$ cat config.mk
export PLATFORM = sky130hd
export DESIGN_NAME = tmul_round_mul
export DESIGN_NICKNAME = d
export VERILOG_FILES = /design/src/rtl/tmul_pkg.sv /design/src/rtl/tmul_pp_rows.sv /design/src/rtl/tmul_accum.sv /design/src/rtl/tmul_outstage.sv /design/src/rtl/tmul_round_mul.sv
export SDC_FILE = /design/constraint.sdc
export NUM_CORES = 1
export LEC_CHECK = 0
export ABC_CLOCK_PERIOD_IN_PS = 15700
export CAP_MARGIN = 30
export CORE_MARGIN = 2
export CORE_UTILIZATION = 45
export DETAILED_ROUTE_END_ITERATION = 6
export PLACE_DENSITY = 0.74
export SYNTH_ARGS = -nofsm -noshare
export SYNTH_HDL_FRONTEND = slang
export SYNTH_HIERARCHICAL = 1
export SYNTH_SLANG_ARGS = --single-unit
$ cat constraint.sdc
create_clock -name clk -period 15.7 [get_ports clk]
set_input_delay 1.57 -clock clk [delete_from_list [all_inputs] [get_ports clk]]
set_output_delay 1.57 -clock clk [all_outputs]
set_load 0.02 [all_outputs]
$ cat src/rtl/tmul_pkg.sv
package tmul_pkg;

  typedef enum logic {
    CORR_VARIABLE = 1'b0,
    CORR_CONSTANT = 1'b1
  } corr_mode_e;

  // Correction in units of 2^-(2n) for width n, kept extra columns k.
  function automatic longint unsigned corr_units(input int n, input int k,
                                                 input corr_mode_e m);
    longint unsigned s4;
    longint unsigned q;
    int t;
    t = n - k;
    if (m == CORR_VARIABLE) begin
      return (64'd1 << (n - 1)) - (64'd1 << (n - k));
    end
    s4 = 64'd0;
    for (int i = 0; i < t; i++) begin
      s4 += longint'(i + 1) << i;
    end
    s4 += (64'd1 << (n + 1)) - (64'd1 << (n + 1 - k));
    q = (s4 + (64'd1 << (t + 1))) >> (t + 2);
    return q << t;
  endfunction

endpackage

$ cat src/rtl/tmul_pp_rows.sv
module tmul_pp_rows #(
  parameter int N = 8,
  parameter int T = 6,
  parameter tmul_pkg::corr_mode_e MODE = tmul_pkg::CORR_VARIABLE,
  localparam int W = 2 * N
) (
  input  logic [N-1:0] a,
  input  logic [N-1:0] b,
  output logic [W-1:0] rows [N],
  output logic [W-1:0] fold
);
  localparam logic [W-1:0] KEEP_MASK = {W{1'b1}} << T;

  // One shifted partial-product row per multiplier bit, low columns cleared.
  for (genvar j = 0; j < N; j++) begin : g_row
    assign rows[j] = ({{N{1'b0}}, a & {N{b[j]}}} << j) & KEEP_MASK;
  end

  if (MODE == tmul_pkg::CORR_VARIABLE) begin : g_fold
    logic [W-1:0] cnt;
    // Bits of column T-1 each count once at the weight of column T.
    always_comb begin
      cnt = '0;
      for (int i = 0; i < T; i++) begin
        cnt = cnt + W'(a[i] & b[T-1-i]);
      end
    end
    assign fold = cnt << T;
  end else begin : g_nofold
    assign fold = '0;
  end

endmodule

$ cat src/rtl/tmul_accum.sv
module tmul_accum #(
  parameter int N = 8,
  localparam int W = 2 * N,
  parameter logic [W:0] CORR = '0
) (
  input  logic [W-1:0] rows [N],
  input  logic [W-1:0] fold,
  output logic [W:0]   sum
);
  always_comb begin
    sum = CORR + {1'b0, fold};
    for (int j = 0; j < N; j++) begin
      sum = sum + {1'b0, rows[j]};
    end

    no_overflow_chk: assert (sum[W] == 1'b0)
      else $error("truncated sum carried past the top column");
  end

endmodule

$ cat src/rtl/tmul_outstage.sv
module tmul_outstage #(
  parameter int N = 8,
  parameter bit REG_OUT = 1'b1
) (
  input  logic         clk,
  input  logic         rst,
  input  logic         in_valid,
  output logic         in_ready,
  input  logic [N-1:0] d,
  output logic         out_valid,
  input  logic         out_ready,
  output logic [N-1:0] q
);
  if (REG_OUT) begin : g_reg
    logic         vld_r;
    logic [N-1:0] q_r;
    logic         load;

    assign in_ready  = !vld_r || out_ready;
    assign load      = in_valid && in_ready;
    assign out_valid = vld_r;
    assign q         = q_r;

    always_ff @(posedge clk) begin
      if (rst) begin
        vld_r <= 1'b0;
        q_r   <= '0;
      end else if (load) begin
        vld_r <= 1'b1;
        q_r   <= d;
      end else if (out_ready) begin
        vld_r <= 1'b0;
      end
    end


    hold_stable_chk: assert property (@(posedge clk) disable iff (rst)
      (out_valid && !out_ready) |=> (out_valid && $stable(q)));

    accept_chk: assert property (@(posedge clk) disable iff (rst)
      (in_valid && in_ready) |=> out_valid);

    reset_clear_chk: assert property (@(posedge clk)
      rst |=> (!out_valid && q == '0));
  end else begin : g_pass
    assign out_valid = in_valid;
    assign in_ready  = out_ready;
    assign q         = d;
  end

endmodule

$ cat src/rtl/tmul_round_mul.sv
module tmul_round_mul #(
  parameter int N = 8,
  parameter int K = 2,
  parameter tmul_pkg::corr_mode_e MODE = tmul_pkg::CORR_VARIABLE,
  parameter bit REG_OUT = 1'b1
) (
  input  logic         clk,
  input  logic         rst,
  input  logic         in_valid,
  output logic         in_ready,
  input  logic [N-1:0] a,
  input  logic [N-1:0] b,
  output logic         out_valid,
  input  logic         out_ready,
  output logic [N-1:0] p
);
  localparam int T = N - K;
  localparam int W = 2 * N;
  localparam logic [W:0] CORR = (W+1)'(tmul_pkg::corr_units(N, K, MODE));

  logic [W-1:0] rows [N];
  logic [W-1:0] fold;
  logic [W:0]   sum;
  logic [N-1:0] p_comb;

  tmul_pp_rows #(.N(N), .T(T), .MODE(MODE)) rows_i (
    .a(a), .b(b), .rows(rows), .fold(fold)
  );

  tmul_accum #(.N(N), .CORR(CORR)) accum_i (
    .rows(rows), .fold(fold), .sum(sum)
  );

  assign p_comb = sum[W-1:N];

  tmul_outstage #(.N(N), .REG_OUT(REG_OUT)) out_i (
    .clk(clk), .rst(rst),
    .in_valid(in_valid), .in_ready(in_ready), .d(p_comb),
    .out_valid(out_valid), .out_ready(out_ready), .q(p)
  );

  logic [W-1:0] exact;
  logic [W-1:0] est;
  logic [W-1:0] err;
  always_comb begin
    exact = W'(a) * W'(b);
    est   = {p_comb, {N{1'b0}}};
    err   = (est > exact) ? (est - exact) : (exact - est);

    err_bound_chk: assert (err <= (W'(1) << N))
      else $error("truncated product is more than one ulp away");

    zero_in_chk: assert (!(a == '0 && b == '0) || p_comb == '0)
      else $error("zero operands gave a nonzero product");
  end

endmodule

==> impl_results.md <==
- Synthesized cell area: 4800 um2
- HP Start: out_i/q[6]
- Initial Util: 46.5%
- Area growth, synth to finish: 1.77%
- Remaining antenna violation count after routing: 0
- IO Count: 30
- Worst-skew pair later-pin latency: 0.23 ns
- Critical Path AT: 7.94 ns
- Final Hold Fails: 0
- Layout cell share with drive strength beyond 1: 3.55%
- PortBufs: 29
- Reg2reg end: out_i/q[0]
- CP delay by family, top: adder cells
- Startpoint type of the worst setup path: primary input
- # DRC: 0
- Pins Over Slew Limit: 0
- F_max: 129 MHz
- Routed len/inst: 10.7 um
- Leakage Power: 2.47 nW
- Commonest cells after routing, fill and taps aside: fa_1 (111), inv_1 (104), conb_1 (98)
- Via count: 2678
- RSZ-0062 raised after global routing: false
- Die H: 107 um
- Worst setup startpoint: a[5]
- Hold Slack: 0.581 ns
- Core area: 10300 um2
- Worst path most repeated cell: fa_1
- WL final: 6890 um
- Total die area: 11500 um2
- Post-CTS Setup Inserts: 0
- Global-route wire length before repair: 13300 um
- Reg2reg setup slack: 14.75 ns
- Overall power: 0.974 mW
- Dpl hpwl: 6310 um
- Slowest stage delay, CP: 0.65 ns
- Setup violators final: 0
- Final Cycle Share: 49.6%
- Total Routing Usage GR: 14.2%
- Post-route cell area: 4890 um2
- YS warnings: 6
- Power density cells: 199 nW/um2
- TritonCTS clock tree: yes
- Via/cell ratio: 4.16
- # Max-Cap Violations: 0
- Register cell area after layout: 180 um2
- Largest net degree at the start of global routing: 19
- DR pass1 iterations: 4
- Slowest CP cell: clkdlybuf4s50_1
- Num rows: 37
- Setup CP Type: primary input to register
- Post-layout min period: 7.78 ns
- Clock skew: 0.00408 ns
- Initial antenna violation count: 0
- H-tree levels: 1
- Reg2reg start: out_i/out_valid
- Syn_area_per_cell: 10.0 um2
- Outcome: completed
- Hold Crit Class: register to register
- Vias in the first global route: 3195
- Fill cell count: 979
- GRT overflow: 0
- Clock-pin slew on the worst setup and hold paths: 0.05 ns
- Slew @ Worst Pin: 0.570 ns
- Die width: 107 um
- Commonest non-fill, non-tap cell in the layout: fa_1
- Clock Sinks: 9
- Max VDD drop: 0.000163 V
- Setup TNS: 0 ns
- Root buffer cell: clkbuf_8
- Post-Synthesis Cells: 480
- Diode count: 0
- CTS max path bufs: 2
- CP Cell Sequence: clkdlybuf4s50_1 > nand2_1 > fa_1 > inv_1 > fa_1 > ha_1 > fa_1 > fa_1 > fa_1 > fa_1 > fa_1 > ha_1 > ha_1 > a2111oi_4 > o211ai_2 > and3_4 > a41oi_2 > xnor2_1 > nand3_1 > a21oi_2
- Post-CTS sizing: 0
- Dpl cell area: 4840 um2
- Layout net count: 670
- Buf/Inv on CP: 2
- 1st-iter DRT viols: 59
- Hold-critical path depth: 2
- Cts bufs inserted: 3
- Gp weighted congestion: 0.827
- Maximum fanout along the worst path: 8
- Post-CTS Hold Fix Bufs: 0
- R2R depth: 3
- Relative slew slack: 61.9%
- Worst path required time: 15.86 ns
- Area of the multi-input gates: 3810 um2
- Worst setup EP type: register
- Worst hold endpoint: out_i/q[6]
==> routing by layer <==
metal	wire, um	global-route usage (%)	up-vias
met4	57	2.78	0
met3	35	0.545	6
met1	2560	15.4	1387
li1	-	-	1271
met2	4240	29.8	14
met5	0	0	-
==> final cells by class <==
type | count | share of cell area, %
clock buffers | 4 | 0.922
repair buffers | 29 | 5.94
inverters | 104 | 7.99
multi-input cells | 361 | 78.0
well taps | 136 | 3.48
flip-flops and latches | 9 | 3.69
==> worst reg2reg max path: cells and delay by family (launching register included) <==
kind               cells  cell delay (ns)
AOI/OAI and AO/OA      2             0.36
DFF                    1             0.37
and+or+nand+nor        1             0.15
==> metrics by stage <==
stage | setup slack, ns | std cells | util, %
6_report | 7.92 | 643 | 47.3
5_1_grt | 7.59 | 643 | 47.3
4_1_cts | 7.90 | 643 | 47.3
3_5_place_dp | 7.65 | 639 | 46.9
3_3_place_gp | 7.81 | 639 | 46.9
2_1_floorplan | 8.64 | 577 | -
==> flip-flops by register name, indices dropped and copies added, names as in the netlist <==
| name | cells |
|---|---|
| out_i/out_valid | 1 |
| out_i/q | 8 |
==> how the worst max path moves through the flow <==
stage                      end  slack [ns]  cells after the start
global placement    out_i/q[5]        7.81                     20
detailed placement  out_i/q[7]        7.65                     20
CTS                 out_i/q[7]        7.90                     20
floorplan           out_i/q[7]        8.64                     19
global route        out_i/q[5]        7.59                     20
finish              out_i/q[7]        7.92                     20
==> report_power, final <==
part           internal [mW]  switching [mW]  leakage [nW]  total (mW)
registers             0.0307         0.00294        0.0742      0.0336
logic                  0.412           0.502          2.37       0.914
clock network         0.0177         0.00916        0.0228      0.0269
(Power assumes the default switching activity.)
